File: src/rtl/cfr_pkg.sv
package cfr_pkg;
  typedef enum logic [1:0] {
    TRG_EVERY = 2'b00,
    TRG_MODA  = 2'b01,
    TRG_MODB  = 2'b10,
    TRG_TERM  = 2'b11
  } trig_mode_t;

  localparam int unsigned REG_W    = 16;
  localparam int unsigned NSTAT    = 4;
  localparam int unsigned SEL_W    = $clog2(NSTAT);
  localparam int unsigned CTRL_LSB = 7;
  // control field positions
  localparam int unsigned ROUTE_BIT = 7;
  localparam int unsigned TRG3_LSB  = 8;
  localparam int unsigned TRG4_LSB  = 10;
  localparam int unsigned SEL1_LSB  = 12;
  localparam int unsigned SEL2_LSB  = 14;
  // flag word positions
  localparam int unsigned CLR_LSB   = 0;
  localparam int unsigned SET_LSB   = 8;
endpackage

File: src/rtl/cfr_trigger.sv
module cfr_trigger
  import cfr_pkg::*;
#(
  parameter int unsigned CW        = 8,
  parameter int unsigned MODA_BITS = 2,
  parameter int unsigned MODB_BITS = 6,
  parameter bit          TERM_UP   = 1'b1
) (
  input  logic          clk,
  input  logic          rst_n,
  input  logic          evt,
  input  logic          up,
  input  logic [CW-1:0] val,
  input  trig_mode_t    mode,
  output logic          hit
);
  localparam logic [CW-1:0] ONE = CW'(1);

  logic [CW-1:0] prev_q;
  logic every_hit, moda_hit, modb_hit, term_hit;

  function automatic logic is_multiple(input logic [CW-1:0] v, input int unsigned bits);
    logic [CW-1:0] mask;
    mask = {CW{1'b1}} >> (CW - bits);
    return (v & mask) == '0;
  endfunction

  function automatic logic is_terminal(input logic [CW-1:0] pv, input logic [CW-1:0] nv,
                                       input logic dir_up);
    if (TERM_UP) return dir_up && (pv == {CW{1'b1}}) && (nv == '0);
    else         return !dir_up && (pv == ONE) && (nv == '0);
  endfunction

  always_ff @(posedge clk) begin
    if (!rst_n) prev_q <= '0;
    else        prev_q <= val;
  end

  assign every_hit = evt;
  assign moda_hit  = evt && is_multiple(val, MODA_BITS);
  assign modb_hit  = evt && is_multiple(val, MODB_BITS);
  assign term_hit  = evt && is_terminal(prev_q, val, up);

  always_comb begin
    unique case (mode)
      TRG_EVERY: hit = every_hit;
      TRG_MODA:  hit = moda_hit;
      TRG_MODB:  hit = modb_hit;
      default:   hit = term_hit;
    endcase
  end

  // a level condition alone never sets a flag
  a_r6_hit_needs_event: assert property (@(posedge clk) disable iff (!rst_n)
    hit |-> evt);
  // every multiple of 64 is also a multiple of 4
  a_r7_modb_in_moda: assert property (@(posedge clk) disable iff (!rst_n)
    modb_hit |-> moda_hit);
  // terminal hit only in the counter's own direction
  a_r9_term_direction: assert property (@(posedge clk) disable iff (!rst_n)
    term_hit |-> (up == TERM_UP));
endmodule

File: src/rtl/cfr_route.sv
module cfr_route
  import cfr_pkg::*;
(
  input  logic [NSTAT-1:0]            stat,
  input  logic                        route_en,
  input  logic [1:0][SEL_W-1:0]       sel,
  input  logic [1:0]                  alt,
  output logic [1:0]                  cap
);
  for (genvar g = 0; g < 2; g++) begin : g_ch
    logic picked;
    assign picked = stat[sel[g]];
    assign cap[g] = route_en ? picked : alt[g];
  end
endmodule

File: src/rtl/cfr_flag.sv
module cfr_flag (
  input  logic clk,
  input  logic rst_n,
  input  logic hw_set,
  input  logic sw_set,
  input  logic clr,
  output logic flag
);
  logic set_any;
  assign set_any = hw_set | sw_set;

  always_ff @(posedge clk) begin
    if (!rst_n)       flag <= 1'b0;
    else if (set_any) flag <= 1'b1;
    else if (clr)     flag <= 1'b0;
  end

  // set request wins over a same-cycle clear
  a_r11_set_wins: assert property (@(posedge clk) disable iff (!rst_n)
    sw_set |=> flag);
  // sticky until cleared
  a_r10_sticky: assert property (@(posedge clk) disable iff (!rst_n)
    (flag && !clr) |=> flag);
  // a clear with no set drops the flag
  a_r10_clear: assert property (@(posedge clk) disable iff (!rst_n)
    (clr && !hw_set && !sw_set) |=> !flag);
endmodule

File: src/rtl/cnt_flag_router.sv
module cnt_flag_router
  import cfr_pkg::*;
#(
  parameter int unsigned CW = 8
) (
  input  logic             clk,
  input  logic             rst_n,
  input  logic             reg_we,
  input  logic             reg_addr,
  input  logic [REG_W-1:0] reg_wdata,
  output logic [REG_W-1:0] reg_rdata,
  input  logic             c1_evt,
  input  logic             c1_up,
  input  logic [CW-1:0]    c1_val,
  input  logic             c2_evt,
  input  logic             c2_up,
  input  logic [CW-1:0]    c2_val,
  input  logic [NSTAT-1:0] stat_in,
  input  logic             exc_in,
  input  logic             cmp_in,
  output logic             cap1_out,
  output logic             cap2_out,
  output logic             flag3_out,
  output logic             flag4_out
);
  localparam int unsigned CTRL_W = REG_W - CTRL_LSB;

  logic [CTRL_W-1:0] ctrl_q;
  logic [REG_W-1:0]  ctrl_word;
  logic              wr_ctrl, wr_flag;

  assign wr_ctrl   = reg_we && !reg_addr;
  assign wr_flag   = reg_we && reg_addr;
  assign ctrl_word = {ctrl_q, {(CTRL_LSB - NSTAT){1'b0}}, stat_in};

  always_ff @(posedge clk) begin
    if (!rst_n)       ctrl_q <= '0;
    else if (wr_ctrl) ctrl_q <= reg_wdata[REG_W-1:CTRL_LSB];
  end

  // per-counter channel arrays
  logic [1:0]         evt, up, hit, flag, sw_set, clr;
  logic [1:0][CW-1:0] val;
  trig_mode_t [1:0]   mode;

  assign evt  = {c2_evt, c1_evt};
  assign up   = {c2_up, c1_up};
  assign val  = {c2_val, c1_val};
  assign mode = {trig_mode_t'(ctrl_word[TRG4_LSB +: 2]), trig_mode_t'(ctrl_word[TRG3_LSB +: 2])};

  for (genvar i = 0; i < 2; i++) begin : g_cnt
    cfr_trigger #(
      .CW(CW), .MODA_BITS(2), .MODB_BITS(6), .TERM_UP(i == 0)
    ) u_trig (
      .clk(clk), .rst_n(rst_n), .evt(evt[i]), .up(up[i]), .val(val[i]),
      .mode(mode[i]), .hit(hit[i])
    );
    assign sw_set[i] = wr_flag && reg_wdata[SET_LSB + i];
    assign clr[i]    = wr_flag && reg_wdata[CLR_LSB + i];
    cfr_flag u_flag (
      .clk(clk), .rst_n(rst_n), .hw_set(hit[i]), .sw_set(sw_set[i]),
      .clr(clr[i]), .flag(flag[i])
    );
  end

  assign flag3_out = flag[0];
  assign flag4_out = flag[1];

  logic [1:0]            cap;
  logic [1:0][SEL_W-1:0] sel;
  assign sel = {ctrl_word[SEL2_LSB +: SEL_W], ctrl_word[SEL1_LSB +: SEL_W]};

  cfr_route u_route (
    .stat(stat_in), .route_en(ctrl_word[ROUTE_BIT]), .sel(sel),
    .alt({cmp_in, exc_in}), .cap(cap)
  );
  assign cap1_out = cap[0];
  assign cap2_out = cap[1];

  assign reg_rdata = reg_addr ? {{(REG_W-2){1'b0}}, flag4_out, flag3_out} : ctrl_word;

  // control bits change only through a control-word write
  a_r2_ctrl_hold: assert property (@(posedge clk) disable iff (!rst_n)
    !wr_ctrl |=> $stable(ctrl_q));
  // flag 3 in terminal mode rises only after an upward event
  a_r8_wrap_up: assert property (@(posedge clk) disable iff (!rst_n)
    (mode[0] == TRG_TERM && !sw_set[0] && !flag3_out && !c1_up) |=> !flag3_out);
endmodule

File: config.mk
export PLATFORM = sky130hd
export DESIGN_NAME = cnt_flag_router
export DESIGN_NICKNAME = d
export VERILOG_FILES = /design/src/rtl/cfr_pkg.sv /design/src/rtl/cfr_trigger.sv /design/src/rtl/cfr_route.sv /design/src/rtl/cfr_flag.sv /design/src/rtl/cnt_flag_router.sv
export SDC_FILE = /design/constraint.sdc
export NUM_CORES = 1
export LEC_CHECK = 0
export CAP_MARGIN = 25
export CORE_MARGIN = 2
export CORE_UTILIZATION = 45
export CTS_BUF_LIST = sky130_fd_sc_hd__clkbuf_2 sky130_fd_sc_hd__clkbuf_4 sky130_fd_sc_hd__clkbuf_8
export CTS_CLUSTER_DIAMETER = 150
export DETAILED_ROUTE_END_ITERATION = 8
export PLACE_DENSITY = 0.9
export SYNTH_ARGS = -nofsm -noshare
export SYNTH_HDL_FRONTEND = slang
export SYNTH_HIERARCHICAL = 1
export SYNTH_SLANG_ARGS = --single-unit
File: constraint.sdc
create_clock -name clk -period 3.6 [get_ports clk]
set_clock_uncertainty 0.05 [all_clocks]
set_input_delay 0.36 -clock clk [delete_from_list [all_inputs] [get_ports clk]]
set_output_delay 0.36 -clock clk [all_outputs]
set_load 0.1 [all_outputs]
==> impl_metrics.py <==
metrics = {
    "outcome": {
        "run_status": "finished, violations left",
        "violations": "design-rule violations",
    },
    "hold_path": {
        "hold_start": "ctrl_q[6]$_SDFFE_PN0P_",
        "worstHoldPathCells": 2,
        "hold_path.class": "reg2reg",
        "whs_endpoint": "ctrl_q[6]$_SDFFE_PN0P_",
    },
    "die": {
        "die_h_um": 58.9,
        "dieArea_um2": 3470,
        "rows": 19,
        "io_pins": 66,
        "die_x_um": 58.9,
        "core-area_um2": 2810,
        "initial_core_util_pct": 48.4,
    },
    "timing": {
        "hold_violations": 0,
        "period_share_pct": 63.6,
        "period_needed_ns": 2.29,
        "totalNegativeSetupSlack_ns": 0,
        "relSlewSlack_pct": 30.3,
        "rsz0062_at_grt": "false",
        "setup_viol": 0,
        "tightest_slew_ns": 1.04,
        "maxSlewViolCount": 0,
        "max_clock_freq_ghz": 0.437,
        "worst_slack_ns": 1.31,
    },
    "worst_setup_path": {
        "critPathLaunchType": "input port",
        "cp-end-kind": "output port",
        "critical-path-top-delay-family": "buffers and inverters",
        "path_class": "in2out",
        "critPathBufInv": 2,
        "r2r_setup_slack_ns": 1.72,
        "cp_cell_sequence": "clkdlybuf4s50_1, mux2_2, buf_4",
        "cp_num_cells": 3,
        "slowest_delay_ns": 0.88,
        "critical_path_required_ns": 3.19,
        "crit_fanout": 18,
        "worstReg2RegStart": "ctrl_q[3]$_SDFFE_PN0P_",
        "critPathArrivalTime_ns": 1.88,
        "reg2regPathDepth": 7,
        "critPathSlowestCell": "clkdlybuf4s50_1",
        "worstReg2RegEnd": "g_cnt[1].u_flag/flag$_SDFFE_PN0P_",
    },
    "synth": {
        "syn_inst": 143,
        "synth-seq-cells": 27,
        "yosysWarnings": 6,
        "synth_top_area_share_pct": 39.8,
        "yosys.cell_types.count": 34,
        "synthArstFlopShare_pct": 0,
        "synth_area_leaders": "dfxtp_1 (40%), mux2i_1 (8.1%), nand2_1 (6.6%)",
        "seq_area_frac_synth_pct": 39.8,
        "synth_ff_type": "dfxtp_1",
        "avgSynthCellArea_um2": 9.49,
        "synth_area_um2": 1360,
        "synth_edf_count": 0,
        "synth_area_leader_cell": "dfxtp_1",
    },
    "layout": {
        "drive_gt1_share_pct": 13.6,
        "layout.nets": 251,
        "stdcell_count": 229,
        "final_util_pct": 67.4,
        "area_delta_synth_final_pct": 39.3,
        "final_common_cell": "clkdlybuf4s50_1",
        "num_antenna_cells": 0,
        "layout_common_cells": "clkdlybuf4s50_1 (42), dfxtp_1 (27), nand2_1 (24), buf_4 (15), and2_1 (14)",
    },
    "place": {
        "dpl.hpwl_mm": 2.28,
        "place_inst": 225,
        "dp_slack_ns": 1.31,
        "port_buffers": 57,
        "routabilityCongestion": 0.764,
    },
    "drt": {
        "wl_met1_mm": 1.18,
        "antenna_left": 0,
        "routed.top_layer": "met4",
        "routed_wl_mm": 2.96,
        "vias_per_cell": 5.17,
        "drc": 4,
        "met2_length_mm": 1.46,
        "met3_length_um": 294,
        "vias": 1183,
        "wl_per_cell_um": 12.9,
        "dr.pass1.iters": 5,
        "drt_iter0_drc": 22,
    },
    "clocking": {
        "cts_tree": "done",
        "clock_sink_count": 27,
        "cts_resized": 0,
        "postCtsSetupRepairBufs": 0,
        "htree_levels": 1,
        "cts_made_buffers": 3,
        "postCtsHoldBufs": 0,
        "cts-root-to-sink-buffers": 2,
        "clk_pin_slew_worst_paths_ns": 0.14,
        "clkLatencyLatePin_ns": 0.31,
        "cts-root-buf": "clkbuf_4",
    },
    "global_routing": {
        "first_global_vias": 1195,
        "grt_max_degree": 37,
        "grt_usage_pct": 17.4,
        "grt_pass1_wl_mm": 4.80,
        "antenna_found_initial": 0,
        "grt-ovfl-total": 0,
    },
    "pwr": {
        "peakVddDrop_mv": 0.213,
        "cellLeakagePower_nw": 0.796,
        "power_density_nw_per_um2": 351,
    },
    "flow_run": {
        "cap_violations": 0,
    },
}
## how the worst max path moves through the flow
stage                                start            to  slack (ns)
global placement                  reg_addr  reg_rdata[1]        1.36
detailed placement                reg_addr  reg_rdata[1]        1.31
finish                            reg_addr  reg_rdata[1]        1.31
global route                      reg_addr  reg_rdata[1]        1.26
floorplan           ctrl_q[0]$_SDFFE_PN0P_      cap1_out        0.42
CTS                               reg_addr  reg_rdata[1]        1.30
## sequential cells by signal (all words and copies together) (netlist names)
| register | flops |
|---|---|
| ctrl_q | 9 |
| g_cnt.u_flag/flag | 2 |
| g_cnt.u_trig/prev_q | 16 |
## cell type report
| class | count | area, um^2 |
|---|---|---|
| Timing Repair Buffer | 57 | 533 |
| Inverter | 5 | 18.8 |
| Clock buffer | 3 | 22.5 |
| Sequential cell | 27 | 541 |
| Clock inverter | 1 | 5.00 |
| Tap cell | 31 | 38.8 |
| Multi-Input combinational cell | 105 | 732 |
| Fill cell | 254 | 915 |
## cells by family after synthesis
logic type | synth area share (%)
other | 0.276
flip-flops | 39.8
AO/OA/AOI/OAI | 5.35
AND/OR/NAND/NOR | 30.5
multiplexers | 11.7
buffers and inverters | 6.82
adder cells (fa/ha/maj) | 5.53
## per-stage QoR
| step | area [um^2] | power, mW | hold slack [ns] |
|---|---|---|---|
| 2_1_floorplan | 1370 | 0.476 | 0.408 |
| 3_3_place_gp | 1860 | 0.540 | 0.423 |
| 3_5_place_dp | 1860 | 0.545 | 0.433 |
| 4_1_cts | 1890 | 0.670 | 0.452 |
| 5_1_grt | 1890 | 0.691 | 0.485 |
| 6_report | 1890 | 0.664 | 0.454 |
## synthesized netlist by cell type (all sizes together) (3+ instances only)
master,count
nor4,4
and2,16
and2b,5
inv,5
nor2b,9
nand3,3
and3,4
nand2,24
mux2i,11
dfxtp,27
mux2,4
ha,6
buf,8
## metal layers
metal  vias to the layer above  GRT usage (%)
met5                         -              0
li1                        584              -
met4                         0           1.95
met3                         2           5.93
met2                        48           34.3
met1                       549           18.0
## report_power, final
part	switching (mW)	internal (mW)
clock network	0.0836	0.0414
registers	0.00960	0.316
logic	0.133	0.0805
## tightest hold or removal path, cell delays in order (launching register included)
cell and delay [ns]:
dfxtp_1 0.36, nand2_1 0.06, mux2i_1 0.05
Power figures use the tool's default switching activity.
